[config.mk]
export PLATFORM = sky130hd
export DESIGN_NAME = mmu_xlate
export DESIGN_NICKNAME = d
export VERILOG_FILES = /design/src/rtl/mmu_pkg.sv /design/src/rtl/mmu_perm.sv /design/src/rtl/mmu_tlb.sv /design/src/rtl/mmu_walk.sv /design/src/rtl/mmu_xlate.sv
export SDC_FILE = /design/constraint.sdc
export NUM_CORES = 1
export LEC_CHECK = 0
export ABC_CLOCK_PERIOD_IN_PS = 5050
export BUFFER_PORTS_ARGS = -buffer_cell sky130_fd_sc_hd__buf_2
export CELL_PAD_IN_SITES_DETAIL_PLACEMENT = 0
export CELL_PAD_IN_SITES_GLOBAL_PLACEMENT = 1
export CORE_MARGIN = 2
export CORE_UTILIZATION = 30
export DETAILED_ROUTE_END_ITERATION = 12
export GPL_TIMING_DRIVEN = 0
export HOLD_SLACK_MARGIN = 0.12
export PLACE_DENSITY = 0.62
export SYNTH_ARGS = -nofsm -noshare
export SYNTH_HDL_FRONTEND = slang
export SYNTH_HIERARCHICAL = 1
export SYNTH_SLANG_ARGS = --single-unit
[constraint.sdc]
create_clock -name clk_i -period 5.05 [get_ports clk_i]
set_clock_uncertainty 0.05 [all_clocks]
set_input_delay 0.505 -clock clk_i [delete_from_list [all_inputs] [get_ports clk_i]]
set_output_delay 0.505 -clock clk_i [all_outputs]
set_load 0.05 [all_outputs]
[src/rtl/mmu_pkg.sv]
package mmu_pkg;
  localparam int VA_W        = 32;
  localparam int PAGE_W      = 12;
  localparam int PA_W        = 30;
  localparam int PID_W       = 4;
  localparam int ENTRIES     = 16;
  localparam int WAYS        = 4;
  localparam int PTE_W       = 32;
  localparam int PTE_PFN_LSB = 6;

  localparam int VPN_W  = VA_W - PAGE_W;
  localparam int PFN_W  = PA_W - PAGE_W;
  localparam int SETS   = ENTRIES / WAYS;
  localparam int IDX_W  = $clog2(SETS);
  localparam int WAY_W  = $clog2(WAYS);
  localparam int TAG_W  = PID_W + VPN_W - IDX_W;
  localparam int PTE_SH = $clog2(PTE_W / 8);

  typedef enum logic [1:0] {ACC_READ, ACC_WRITE, ACC_EXEC, ACC_NONE} acc_e;
  typedef enum logic [1:0] {FLT_NONE, FLT_PAGE, FLT_LIMIT, FLT_PROT} flt_e;

  typedef struct packed {
    logic [TAG_W-1:0] tag;
    logic             r;
    logic             w;
    logic             x;
    logic             s;
    logic             d;
    logic [PFN_W-1:0] pfn;
  } ent_t;
endpackage

[src/rtl/mmu_perm.sv]
module mmu_perm
  import mmu_pkg::*;
(
  input  logic [1:0] acc_i,
  input  logic       user_i,
  input  logic       r_i,
  input  logic       w_i,
  input  logic       x_i,
  input  logic       s_i,
  output logic       ok_o
);
  always_comb begin
    unique case (acc_i)
      ACC_READ:  ok_o = r_i;
      ACC_WRITE: ok_o = w_i;
      ACC_EXEC:  ok_o = x_i;
      default:   ok_o = 1'b0;
    endcase
    if (user_i && s_i) ok_o = 1'b0;
  end
endmodule

[src/rtl/mmu_tlb.sv]
module mmu_tlb
  import mmu_pkg::*;
(
  input  logic             clk_i,
  input  logic             rst_ni,
  input  logic             flush_i,
  input  logic [IDX_W-1:0] lk_idx_i,
  input  logic [TAG_W-1:0] lk_tag_i,
  output logic             lk_hit_o,
  output logic [WAY_W-1:0] lk_way_o,
  output ent_t             lk_ent_o,
  input  logic             dset_i,
  input  logic             fill_i,
  input  logic [IDX_W-1:0] fill_idx_i,
  input  ent_t             fill_ent_i
);
  logic [SETS-1:0][WAYS-1:0]  vld_q;
  ent_t [SETS-1:0][WAYS-1:0]  ent_q;
  logic [SETS-1:0][WAY_W-1:0] rr_q;
  logic [WAYS-1:0]            hit_vec;
  logic [WAY_W-1:0]           vic;
  logic                       use_rr;

  for (genvar w = 0; w < WAYS; w++) begin : g_cmp
    assign hit_vec[w] = vld_q[lk_idx_i][w] && (ent_q[lk_idx_i][w].tag == lk_tag_i);
  end

  // a flush in the lookup cycle turns the lookup into a miss
  assign lk_hit_o = (|hit_vec) && !flush_i;

  always_comb begin
    lk_way_o = '0;
    for (int w = 0; w < WAYS; w++)
      if (hit_vec[w]) lk_way_o = WAY_W'(w);
  end
  assign lk_ent_o = ent_q[lk_idx_i][lk_way_o];

  // lowest invalid way, else round-robin pointer
  always_comb begin
    vic    = rr_q[fill_idx_i];
    use_rr = 1'b1;
    for (int w = WAYS - 1; w >= 0; w--)
      if (!vld_q[fill_idx_i][w]) begin
        vic    = WAY_W'(w);
        use_rr = 1'b0;
      end
  end

  always_ff @(posedge clk_i or negedge rst_ni) begin
    if (!rst_ni) begin
      vld_q <= '0;
      rr_q  <= '0;
    end else if (flush_i) begin
      vld_q <= '0;
    end else if (fill_i) begin
      vld_q[fill_idx_i][vic] <= 1'b1;
      if (use_rr) rr_q[fill_idx_i] <= rr_q[fill_idx_i] + 1'b1;
    end
  end

  always_ff @(posedge clk_i) begin
    if (fill_i) ent_q[fill_idx_i][vic] <= fill_ent_i;
    if (dset_i) ent_q[lk_idx_i][lk_way_o].d <= 1'b1;
  end
endmodule

[src/rtl/mmu_walk.sv]
module mmu_walk
  import mmu_pkg::*;
(
  input  logic             clk_i,
  input  logic             rst_ni,
  input  logic             start_i,
  input  logic [VA_W-1:0]  va_i,
  input  logic [1:0]       acc_i,
  input  logic             user_i,
  input  logic [PID_W-1:0] pid_i,
  input  logic [PA_W-1:0]  base_i,
  input  logic             ack_i,
  output logic             busy_o,
  output logic [PA_W-1:0]  addr_o,
  output logic             done_o,
  output logic [VA_W-1:0]  va_o,
  output logic [1:0]       acc_o,
  output logic             user_o,
  output logic [PID_W-1:0] pid_o
);
  logic busy_q;

  always_ff @(posedge clk_i or negedge rst_ni) begin
    if (!rst_ni) begin
      busy_q <= 1'b0;
      va_o   <= '0;
      acc_o  <= '0;
      user_o <= 1'b0;
      pid_o  <= '0;
    end else if (start_i) begin
      busy_q <= 1'b1;
      va_o   <= va_i;
      acc_o  <= acc_i;
      user_o <= user_i;
      pid_o  <= pid_i;
    end else if (done_o) begin
      busy_q <= 1'b0;
    end
  end

  assign busy_o = busy_q;
  assign done_o = busy_q && ack_i;
  assign addr_o = base_i + (PA_W'(va_o[VA_W-1:PAGE_W]) << PTE_SH);
endmodule

[src/rtl/mmu_xlate.sv]
module mmu_xlate
  import mmu_pkg::*;
(
  input  logic             clk_i,
  input  logic             rst_ni,
  input  logic             flush_i,
  input  logic             req_valid_i,
  output logic             req_ready_o,
  input  logic [VA_W-1:0]  req_va_i,
  input  logic [1:0]       req_acc_i,
  input  logic             req_user_i,
  input  logic [PID_W-1:0] req_pid_i,
  input  logic [PA_W-1:0]  ptbr_i,
  input  logic [VPN_W-1:0] ptlr_i,
  output logic             mem_req_o,
  output logic [PA_W-1:0]  mem_addr_o,
  input  logic             mem_ack_i,
  input  logic [PTE_W-1:0] mem_rdata_i,
  output logic             rsp_valid_o,
  output logic [PA_W-1:0]  rsp_pa_o,
  output logic [1:0]       rsp_fault_o,
  output logic             rsp_dirty_o
);
  logic [VPN_W-1:0] req_vpn, wk_vpn;
  logic             accept, hit, hit_ok, beyond, start;
  logic [WAY_W-1:0] hit_way;
  ent_t             hit_ent, new_ent;
  logic             wk_busy, wk_done, wk_user, wk_ok, pte_v, fill, dset;
  logic [VA_W-1:0]  wk_va;
  logic [1:0]       wk_acc;
  logic [PID_W-1:0] wk_pid;
  logic             unused_pte;
  logic [WAY_W-1:0] unused_way;

  assign req_vpn     = req_va_i[VA_W-1:PAGE_W];
  assign wk_vpn      = wk_va[VA_W-1:PAGE_W];
  assign req_ready_o = !wk_busy;
  assign accept      = req_valid_i && req_ready_o;
  assign beyond      = req_vpn >= ptlr_i;
  assign start       = accept && !hit && !beyond;
  assign dset        = accept && hit && hit_ok && (req_acc_i == ACC_WRITE);
  assign unused_pte  = ^mem_rdata_i[PTE_W-1:PTE_PFN_LSB+PFN_W];
  assign unused_way  = hit_way;

  mmu_tlb u_tlb (
    .clk_i      (clk_i),
    .rst_ni     (rst_ni),
    .flush_i    (flush_i),
    .lk_idx_i   (req_vpn[IDX_W-1:0]),
    .lk_tag_i   ({req_pid_i, req_vpn[VPN_W-1:IDX_W]}),
    .lk_hit_o   (hit),
    .lk_way_o   (hit_way),
    .lk_ent_o   (hit_ent),
    .dset_i     (dset),
    .fill_i     (fill),
    .fill_idx_i (wk_vpn[IDX_W-1:0]),
    .fill_ent_i (new_ent)
  );

  mmu_perm u_perm_hit (
    .acc_i  (req_acc_i),
    .user_i (req_user_i),
    .r_i    (hit_ent.r),
    .w_i    (hit_ent.w),
    .x_i    (hit_ent.x),
    .s_i    (hit_ent.s),
    .ok_o   (hit_ok)
  );

  mmu_walk u_walk (
    .clk_i  (clk_i),
    .rst_ni (rst_ni),
    .start_i(start),
    .va_i   (req_va_i),
    .acc_i  (req_acc_i),
    .user_i (req_user_i),
    .pid_i  (req_pid_i),
    .base_i (ptbr_i),
    .ack_i  (mem_ack_i),
    .busy_o (wk_busy),
    .addr_o (mem_addr_o),
    .done_o (wk_done),
    .va_o   (wk_va),
    .acc_o  (wk_acc),
    .user_o (wk_user),
    .pid_o  (wk_pid)
  );
  assign mem_req_o = wk_busy;

  mmu_perm u_perm_walk (
    .acc_i  (wk_acc),
    .user_i (wk_user),
    .r_i    (mem_rdata_i[1]),
    .w_i    (mem_rdata_i[2]),
    .x_i    (mem_rdata_i[3]),
    .s_i    (mem_rdata_i[4]),
    .ok_o   (wk_ok)
  );

  assign pte_v = mem_rdata_i[0];
  assign fill  = wk_done && pte_v;

  always_comb begin
    new_ent.tag = {wk_pid, wk_vpn[VPN_W-1:IDX_W]};
    new_ent.r   = mem_rdata_i[1];
    new_ent.w   = mem_rdata_i[2];
    new_ent.x   = mem_rdata_i[3];
    new_ent.s   = mem_rdata_i[4];
    new_ent.d   = mem_rdata_i[5] || (wk_ok && (wk_acc == ACC_WRITE));
    new_ent.pfn = mem_rdata_i[PTE_PFN_LSB +: PFN_W];
  end

  always_ff @(posedge clk_i or negedge rst_ni) begin
    if (!rst_ni) begin
      rsp_valid_o <= 1'b0;
      rsp_pa_o    <= '0;
      rsp_fault_o <= FLT_NONE;
      rsp_dirty_o <= 1'b0;
    end else begin
      rsp_valid_o <= 1'b0;
      if (accept && hit) begin
        rsp_valid_o <= 1'b1;
        rsp_pa_o    <= hit_ok ? {hit_ent.pfn, req_va_i[PAGE_W-1:0]} : '0;
        rsp_fault_o <= hit_ok ? FLT_NONE : FLT_PROT;
        rsp_dirty_o <= hit_ent.d || dset;
      end else if (accept && beyond) begin
        rsp_valid_o <= 1'b1;
        rsp_pa_o    <= '0;
        rsp_fault_o <= FLT_LIMIT;
        rsp_dirty_o <= 1'b0;
      end else if (wk_done) begin
        rsp_valid_o <= 1'b1;
        if (!pte_v) begin
          rsp_pa_o    <= '0;
          rsp_fault_o <= FLT_PAGE;
          rsp_dirty_o <= 1'b0;
        end else begin
          rsp_pa_o    <= wk_ok ? {new_ent.pfn, wk_va[PAGE_W-1:0]} : '0;
          rsp_fault_o <= wk_ok ? FLT_NONE : FLT_PROT;
          rsp_dirty_o <= new_ent.d;
        end
      end
    end
  end
endmodule

==> impl_summary.log <==
[metrics] master cell of the clock root buffer: sky130_fd_sc_hd__clkbuf_16
[metrics] measured slew at the worst slew-check pin: approximately 0.96 ns
[metrics] antenna violations before repair: 6
[metrics] number of inserted filler cells in the final layout: about 11000
[metrics] layout cell share with drive strength beyond 1: 31.05%
[metrics] vias in the first global route: about 21000
[metrics] Iter 0 DRT Violations: between 2000 and 2500
[metrics] total of warnings raised by yosys: 6
[metrics] final max-slew violation count: 0
[metrics] most frequent standard cell in the layout excluding fill and tap cells: sky130_fd_sc_hd__edfxtp_1
[metrics] endpoints failing setup: 0
[metrics] Core ar.: 0.1165 mm^2
[metrics] pwr/cell area: approximately 420 mW/mm^2
[metrics] final core utilization: a little over a third
[metrics] post-route fraction of the period consumed by the critical path: 97.80%
[metrics] maximum number of pins on one net before global-route repair: 61
[metrics] drt wl/cell: about 25 um
[metrics] internal power: between 10 and 15 mW
[metrics] number of levels in the clock H-tree: 3
[metrics] Clock power frac: 36.0%
[metrics] first-pass GRT wire length: ~150000 um
[metrics] number of placed I/O pins: about 190
[metrics] net total in the final layout: 2549
[metrics] total power: around 18 mW
[metrics] switching fraction of total power: between 20% and 30%
[metrics] clock sink count: just over 800
[metrics] global route total overflow: 0
[metrics] worst path required time: 5.56 ns
[metrics] die outline area: ~0.12 mm^2
[metrics] Final GP Congestion: ~0.84
[metrics] Max Freq: 202.5 MHz
[metrics] Initial Util: 30.31%
[metrics] Relative slew margins: 35.90%
[metrics] WP data arrival: 5.45 ns
[metrics] overall via count from detail_route: slightly above 20000
[metrics] Hold WC Path Type: input pin to register
[metrics] count of final hold-check violations: 0
[metrics] gate count after technology mapping: between 2000 and 2500
[metrics] maximum vdd ir drop: 450.5 uV
[metrics] Initial DRT Pass Iterations: 8
[metrics] Comb pwr share: roughly 17%
[metrics] standby leakage power: 14.67 nW
[metrics] setup TNS: 0 ns
[metrics] endpoint kind of the worst setup timing path: register
[metrics] average size of a mapped cell: around 17 um^2
[metrics] via count normalized by instance count: 5.171
[metrics] clock latency at the later pin of the worst-skew pair: roughly 0.65 ns
[metrics] CP Class: input pin to register
[metrics] number of buffers created by CTS: 87
[metrics] post-detailed-route count of antenna-violating nets: 0
[metrics] synthesis-to-finish area growth: 20.55%
[metrics] Vert. Die Dim: roughly 350 um
[metrics] gr usage total: 16.55%
[metrics] width of the chip: between 300 and 400 um
[metrics] aggregate routed wire length: just over 100000 um
[metrics] CTS tree: yes
[metrics] maximum count of clock buffers along a single path: 3
[metrics] Port-buffer cells: 180
[metrics] clock-pin transition on the worst setup and hold timing paths: roughly 0.060 ns
[metrics] count of max-cap constraint violations: 0
[metrics] Min Clock Period, post-route: around 4.9 ns
[metrics] post-synthesis instance area: between 0.03 and 0.04 mm^2
[metrics] placement row count: 125
[metrics] result of the run: finished clean
[metrics] Worst Path Max Fanout: 10
[metrics] sequential share of power: 47.2%
[metrics] HPWL reported at the end of detailed placement: between 70000 and 80000 um
[metrics] Remaining DRCs: 0
[metrics] number of nets in the synthesized netlist: ~2200
[metrics] most frequent cells in the layout: sky130_fd_sc_hd__edfxtp_1, sky130_fd_sc_hd__buf_2, sky130_fd_sc_hd__mux4_2, sky130_fd_sc_hd__dfrtp_1, sky130_fd_sc_hd__nand2_1
[metrics] startpoint type of the worst setup path: input pin
[metrics] Switch Pwr: slightly above 5 mW
## worst paths after layout
kind                                            start                     endpoint  slack [ns]  depth (start not counted)
hold / removal                           req_pid_i[3]  u_walk/pid_o[3]$_DFFE_PN0P_        0.16                          2
setup / recovery                         req_va_i[12]     u_tlb/ent_q[243]$_DFF_P_        0.11                         21
max in group asynchronous                      rst_ni  u_walk/va_o[24]$_DFFE_PN0P_        3.93                          3
min in group asynchronous                      rst_ni      rsp_pa_o[4]$_DFFE_PN0P_        0.28                          2
setup reg to reg           u_tlb/ent_q[520]$_DFFE_PP_     u_tlb/ent_q[243]$_DFF_P_        0.23                         16
hold reg to reg             u_tlb/rr_q[4]$_DFFE_PN0P_    u_tlb/rr_q[4]$_DFFE_PN0P_        0.41                          1
## area by class of cell
type,instances,area [um^2],share of cell area (%)
clock buffer,109,2331,5.475
clock inverter,52,519.2,1.220
inverter,41,153.9,0.3615
antenna,1,2.502,0.005878
buffer,121,843.3,1.981
multi-input combinational,1063,10970,25.76
sequential,818,23910,56.17
tap,1524,1907,4.479
timing repair buffer,250,1938,4.552
## through the flow
stage          hold slack, ns  instances  instance area, um^2  setup WS (ns)
3_3_place_gp           0.3996       3749                38130         -2.831
4_1_cts                0.1274       3979                42500        0.02436
3_5_place_dp           0.4032       3783                38940         -2.796
2_1_floorplan          0.1594       2045                35320         0.4157
6_report               0.1622       3979                42580         0.1109
5_1_grt                0.1505       3978                42570       -0.02119
## sequential cells by signal (all words and copies together) (netlist names), 2 cells and up
register / cells
u_tlb/ent_q: 720
rsp_pa_o: 30
u_tlb/vld_q: 16
u_walk/va_o: 32
u_tlb/rr_q: 8
u_walk/acc_o: 2
u_walk/pid_o: 4
rsp_fault_o: 2
## critical path: stages
cell	delay, ns
sky130_fd_sc_hd__buf_2	0.13
sky130_fd_sc_hd__buf_6	0.20
sky130_fd_sc_hd__buf_12	0.18
sky130_fd_sc_hd__buf_12	0.18
sky130_fd_sc_hd__buf_8	0.19
sky130_fd_sc_hd__mux4_2	0.58
sky130_fd_sc_hd__xnor2_4	0.20
sky130_fd_sc_hd__nand4_1	0.19
sky130_fd_sc_hd__nor4_4	0.32
sky130_fd_sc_hd__buf_4	0.20
sky130_fd_sc_hd__nand2_2	0.08
sky130_fd_sc_hd__nand3_4	0.17
sky130_fd_sc_hd__buf_6	0.18
sky130_fd_sc_hd__nor2b_1	0.06
sky130_fd_sc_hd__or3_1	0.42
sky130_fd_sc_hd__a221oi_4	0.40
sky130_fd_sc_hd__and3_2	0.31
sky130_fd_sc_hd__clkbuf_8	0.22
sky130_fd_sc_hd__and3_2	0.26
sky130_fd_sc_hd__nand3_1	0.20
sky130_fd_sc_hd__o21ai_0	0.23
## repair_timing
action / 4_1_cts / 5_1_grt
gates resized for setup: 101 / 19
setup buffers: 9 / 1
endpoints found under the hold margin: 73 / 0
hold buffers: 26 / 0
endpoints found under the setup margin: 90 / 79
pin swaps: 5 / 2
## power by group through the flow
stage | clock, mW | combinational, mW | sequential, mW
after floorplan | 0 | 1.80 | 8.52
after global placement | 0 | 2.85 | 8.44
after detailed placement | 0 | 2.91 | 8.48
after CTS | 6.51 | 2.98 | 8.34
after global routing | 6.78 | 3.15 | 8.40
final | 6.36 | 2.98 | 8.34
## metal layers
layer  wire length, um  part of all wire, %  global-route usage (%)
met1             43830                   43                   22.70
met4              1957                  1.9                   3.904
met3              6881                  6.8                   2.743
met2             48510                   48                   27.44
met5                13                0.013                       0
Note: power is estimated with default switching activity, not from simulation.
